==> config.mk <==
export PLATFORM = sky130hd
export DESIGN_NAME = prog_delay_line
export DESIGN_NICKNAME = d
export VERILOG_FILES = /design/src/rtl/pdl_pkg.sv /design/src/rtl/pdl_ctrl_reg.sv /design/src/rtl/pdl_shift_chain.sv /design/src/rtl/pdl_tap_sel.sv /design/src/rtl/prog_delay_line.sv
export SDC_FILE = /design/constraint.sdc
export NUM_CORES = 1
export LEC_CHECK = 0
export BUFFER_PORTS_ARGS = -buffer_cell sky130_fd_sc_hd__clkbuf_2
export CAP_MARGIN = 20
export CORE_UTILIZATION = 50
export CTS_CLUSTER_SIZE = 40
export DETAILED_ROUTE_END_ITERATION = 6
export GPL_TIMING_DRIVEN = 0
export PLACE_DENSITY = 0.79
export SETUP_SLACK_MARGIN = 0.2
export SLEW_MARGIN = 20
export SYNTH_ARGS = -nofsm -noshare
export SYNTH_HDL_FRONTEND = slang
export SYNTH_SLANG_ARGS = --single-unit
export TNS_END_PERCENT = 100
==> constraint.sdc <==
create_clock -name clk -period 2.9 [get_ports clk]
set_clock_uncertainty 0.15 [all_clocks]
set_input_delay 0.435 -clock clk [delete_from_list [all_inputs] [get_ports clk]]
set_output_delay 0.435 -clock clk [all_outputs]
set_load 0.005 [all_outputs]
==> src/rtl/pdl_pkg.sv <==
// Shared defaults and helpers for the quarter-gate delay line.
package pdl_pkg;
    localparam int unsigned DEF_BASE  = 4;
    localparam int unsigned DEF_TAP_W = 7;

    // Deepest delay in cycles: base latency plus full code range plus extra quarter.
    function automatic int unsigned max_delay(input int unsigned base, input int unsigned tap_w);
        return base + (32'd1 << tap_w);
    endfunction
endpackage

==> src/rtl/pdl_ctrl_reg.sv <==
// Control capture: registers the tap code, extra-quarter select and force-low
// at every edge, so that a new setting applies from the next edge.
// Assumes a synchronous active-low reset.
module pdl_ctrl_reg #(
    parameter int unsigned TAP_W = 7
) (
    input  logic             clk,
    input  logic             rst_n,
    input  logic [TAP_W-1:0] tap_in,
    input  logic             ext_in,
    input  logic             hold_in,
    output logic [TAP_W-1:0] tap_q,
    output logic             ext_q,
    output logic             hold_q
);
    // Capture control inputs; reset selects the shortest delay, output not forced.
    always_ff @(posedge clk) begin
        if (!rst_n) begin
            tap_q  <= '0;
            ext_q  <= 1'b0;
            hold_q <= 1'b0;
        end else begin
            tap_q  <= tap_in;
            ext_q  <= ext_in;
            hold_q <= hold_in;
        end
    end
endmodule

==> src/rtl/pdl_shift_chain.sv <==
// Shift chain: stage 0 takes the input, each later stage takes its neighbour.
// Stage k holds the input sampled k edges before the latest one.
// Assumes a synchronous active-low reset that clears every stage.
module pdl_shift_chain #(
    parameter int unsigned DEPTH = 132
) (
    input  logic             clk,
    input  logic             rst_n,
    input  logic             din,
    output logic [DEPTH-1:0] stages
);
    for (genvar s = 0; s < DEPTH; s++) begin : g_stage
        if (s == 0) begin : g_head
            // First stage samples the incoming signal.
            always_ff @(posedge clk) begin
                if (!rst_n) stages[s] <= 1'b0;
                else        stages[s] <= din;
            end
        end else begin : g_body
            // Later stages copy the previous stage.
            always_ff @(posedge clk) begin
                if (!rst_n) stages[s] <= 1'b0;
                else        stages[s] <= stages[s-1];
            end
        end
    end
endmodule

==> src/rtl/pdl_tap_sel.sv <==
// Tap select: turns the captured code into a delay, picks stage delay-1, and
// forces zero while hold is set. Assumes BASE >= 2 and DEPTH = BASE + 2**TAP_W.
module pdl_tap_sel #(
    parameter int unsigned BASE  = 4,
    parameter int unsigned TAP_W = 7,
    parameter int unsigned DEPTH = 132
) (
    input  logic [DEPTH-1:0] stages,
    input  logic [TAP_W-1:0] tap_q,
    input  logic             ext_q,
    input  logic             hold_q,
    output logic             dout
);
    localparam int unsigned IDX_W = $clog2(DEPTH + 1);

    logic [IDX_W-1:0] dly;
    logic [IDX_W-1:0] idx;
    logic             picked;

    // Delay in cycles and the chain stage that carries it.
    always_comb begin
        dly    = IDX_W'(BASE) + IDX_W'(tap_q) + IDX_W'(ext_q);
        idx    = dly - IDX_W'(1);
        picked = stages[idx];
        dout   = hold_q ? 1'b0 : picked;
    end
endmodule

==> src/rtl/prog_delay_line.sv <==
// Quarter-gate programmable delay line top: control capture, shift chain and
// tap select. One cycle equals a quarter gate. Assumes BASE >= 2.
module prog_delay_line #(
    parameter int unsigned BASE  = pdl_pkg::DEF_BASE,
    parameter int unsigned TAP_W = pdl_pkg::DEF_TAP_W
) (
    input  logic             clk,
    input  logic             rst_n,
    input  logic             sig_in,
    input  logic [TAP_W-1:0] tap_code,
    input  logic             ext_quarter,
    input  logic             force_low,
    output logic             sig_out
);
    localparam int unsigned DEPTH = pdl_pkg::max_delay(BASE, TAP_W);

    logic [TAP_W-1:0] tap_q;
    logic             ext_q;
    logic             hold_q;
    logic [DEPTH-1:0] chain_w;

    pdl_ctrl_reg #(.TAP_W(TAP_W)) u_ctrl (
        .clk     (clk),
        .rst_n   (rst_n),
        .tap_in  (tap_code),
        .ext_in  (ext_quarter),
        .hold_in (force_low),
        .tap_q   (tap_q),
        .ext_q   (ext_q),
        .hold_q  (hold_q)
    );

    pdl_shift_chain #(.DEPTH(DEPTH)) u_chain (
        .clk    (clk),
        .rst_n  (rst_n),
        .din    (sig_in),
        .stages (chain_w)
    );

    pdl_tap_sel #(.BASE(BASE), .TAP_W(TAP_W), .DEPTH(DEPTH)) u_sel (
        .stages (chain_w),
        .tap_q  (tap_q),
        .ext_q  (ext_q),
        .hold_q (hold_q),
        .dout   (sig_out)
    );
endmodule

==> results_dict.tcl <==
set metrics [dict create \
    end_kind "output port" \
    ys.warnings.count 0 \
    core.rowCount 37 \
    overflow 0 \
    max_cap_viol_count 0 \
    clk_pin_slew_ns 0.06 \
    synth.distinct_cells 45 \
    hp-class "in -> reg" \
    ys_seq_area_frac 0.5297 \
    wl_um 10250 \
    area_growth_pct 23.69 \
    synth_edf_count 0 \
    dp_hpwl_um 6554 \
    synth_simple_gate_area_share 0.1977 \
    synthAdderAreaFrac 0.004696 \
    dr.pass1.iters 5 \
    synth-compound-area-share 0.03545 \
    ant_nets 0 \
    irDropWorstVdd_mv 0.5790 \
    post-route-util 0.6385 \
    cts_made_buffers 17 \
    regToRegSetupSlack_ns 2.17 \
    slew_violations 0 \
    worstPathCellList "inv_2 > ha_4 > ha_4 > buf_6 > buf_4 > nand3b_1 > xnor2_2 > mux4_2 > a21oi_1 > o31a_2 > a311oi_2 > buf_2" \
    worstPathArrival_ns 3.07 \
    wl_per_cell_um 16.44 \
    fin_nets 489 \
    post-place-ws_ns -0.3284 \
    antenna_found_initial 0 \
    start_util 0.5162 \
    synth-seq-cells 141 \
    status "finished with violations" \
    postSynth.asyncResetShare 0 \
    rsz0062_at_grt "true" \
    fin_crit_sh 1.260 \
    path_max_fanout 5 \
    crit_top_cell "ha_4" \
    synth_top_family_by_area "simple AND/OR/NAND/NOR gates" \
    viasPerCell 5.193 \
    setup_viol 1 \
    clk_path_buf_depth 2 \
    netlist_area_sq_um 5329 \
    synth_ff_type "dfxtp_1" \
    clkLatencyLatePin_ns 0.53 \
    grt_pass1_vias 3321 \
    syn_inst 421 \
    grt_pass1_wl_um 16790 \
    synth_top_area_cell "dfxtp_1" \
    violations "setup timing" \
    cts-root-buf "clkbuf_8" \
    first_iter_violations 144 \
    relSlewSlack 0.5880 \
    die_x_um 105.2 \
    core-area_sq_um 10320 \
    drc 0 \
    worst_path_max_delay_cell "xnor2_2" \
    hold_viol_final 0 \
    synth.avg_cell_area_sq_um 12.66 \
    crit_path_start_kind "register" \
    worstMarginPinSlew_ns 0.6115 \
    track_usage 0.2050 \
    period_needed_ns 3.655 \
    die_area_sq_um 11070 \
    io_buffers 11 \
    diodes 0 \
    slowest_delay_ns 0.33 \
    synthesis.nets 435 \
    p_leak_nw 2.739 \
    synth_xor_area_frac 0.01503 \
    synth_top_area_share 0.5297 \
    die_h_um 105.2 \
    max_freq_mhz 273.6 \
    grt_max_degree 17 \
    synth_area_leaders "dfxtp_1, and2_1, mux4_1" \
    fillers 741 \
    vias 3235 \
    routabilityCongestion 0.9264 \
    yosys-top-cells-count "and2_1, dfxtp_1, mux4_1" \
    cts-htree-levels 4 \
    critical_path_class "reg -> out" \
    cts.sinks 141 \
    synthMuxAreaShare 0.1773 \
    cts_tree "built" \
    finalWorstSetupSlack_ns -0.7550 \
    powerDensity_nw_per_um2 717.9 \
    drive_above_1_share 0.2115 \
    cp.required_ns 2.32 \
    ios 13 \
]
==> where the power goes <==
group,internal (W),leakage (nW),switching [W]
Clock,0.00161,0.317,0.000796
Combinational,0.000203,1.28,0.000170
Sequential,0.00195,1.14,0.00000700
==> stage by stage <==
step | std cells | TNS (ns) | total power [W] | instance area [sq um] | hold slack (ns)
after floorplan | 421 | 0 | 0.002206 | 5358 | 0.2708
after global placement | 568 | -0.3487 | 0.002271 | 5583 | 0.2772
after detailed placement | 568 | -0.3284 | 0.002276 | 5583 | 0.2830
after CTS | 622 | -0.7717 | 0.004757 | 6568 | 0.1220
after global routing | 623 | -0.8751 | 0.004889 | 6591 | 0.1447
final | 623 | -0.7550 | 0.004732 | 6591 | 0.1418
==> layer usage <==
layer	part of all wire	vias to the layer above	global-route usage
li1	-	1554	-
met1	0.46	1598	0.2595
met2	0.47	64	0.3214
met3	0.050	19	0.07174
met4	0.017	0	0.08048
met5	0	-	0
==> cell usage in the layout (no fill, tap or decap), types with 5 or more instances in the layout <==
| cell | synthesis | layout |
|---|---|---|
| and2_1 | 141 | 141 |
| buf_12 | 1 | 7 |
| buf_4 | 1 | 9 |
| buf_6 | 5 | 5 |
| bufinv_16 | 0 | 6 |
| clkbuf_1 | 15 | 16 |
| clkbuf_16 | 0 | 17 |
| clkbuf_2 | 0 | 10 |
| clkbuf_8 | 3 | 5 |
| dfxtp_1 | 141 | 139 |
| dlygate4sd3_1 | 0 | 10 |
| mux2i_1 | 10 | 8 |
| mux4_1 | 21 | 18 |
| mux4_2 | 12 | 15 |
| nand2_1 | 5 | 5 |
==> state kept, by name, summed over array words and instances (netlist names) <==
name / flops
u_ctrl.ext_q: 1
u_chain.stages: 132
u_ctrl.tap_q: 7
u_ctrl.hold_q: 1
==> what timing repair did <==
action	CTS	global route
hold endpoints to repair	10	0
buffers inserted	13	1
gates cloned	0	0
hold buffers	10	0
pin swaps	7	4
gates resized for setup	22	5
endpoints found under the setup margin	1	1
==> cells by family (layout without fill, tap and decap cells) <==
family                   count (synthesis)  in the layout
AND/OR/NAND/NOR                        170            170
flip-flops                             141            141
multiplexers                            45             45
buffers and inverters                   33             99
AO/OA/AOI/OAI                           23             23
XOR/XNOR                                 7              7
adder cells (fa/ha/maj)                  2              2
==> layout make-up <==
cell class | count | area (sq um) | area share
Timing Repair Buffer | 35 | 300.3 | 0.04556
Inverter | 6 | 22.52 | 0.003417
Clock buffer | 20 | 445.4 | 0.06758
Tap cell | 136 | 170.2 | 0.02582
Buffer | 27 | 257.7 | 0.03910
Clock inverter | 11 | 214.0 | 0.03246
Multi-Input combinational cell | 247 | 2356 | 0.3574
Sequential cell | 141 | 2825 | 0.4286
==> worst max-delay path: cells and delay by family (launching register included) <==
family	cells	cell delay, ns
buf+inv	4	0.47
compound gates	3	0.62
xor+xnor	1	0.33
simple gates	1	0.21
mux	1	0.27
flops	1	0.32
fa+ha+maj	2	0.31
==> final timing paths <==
kind | startpoint | end | depth (start not counted)
max | u_ctrl.ext_q | sig_out | 12
min | rst_n | u_chain.stages[11] | 2
max reg2reg | u_chain.stages[32] | u_chain.stages[33] | 1
min reg2reg | u_chain.stages[55] | u_chain.stages[56] | 1
Note: power is estimated with default switching activity, not from simulation.
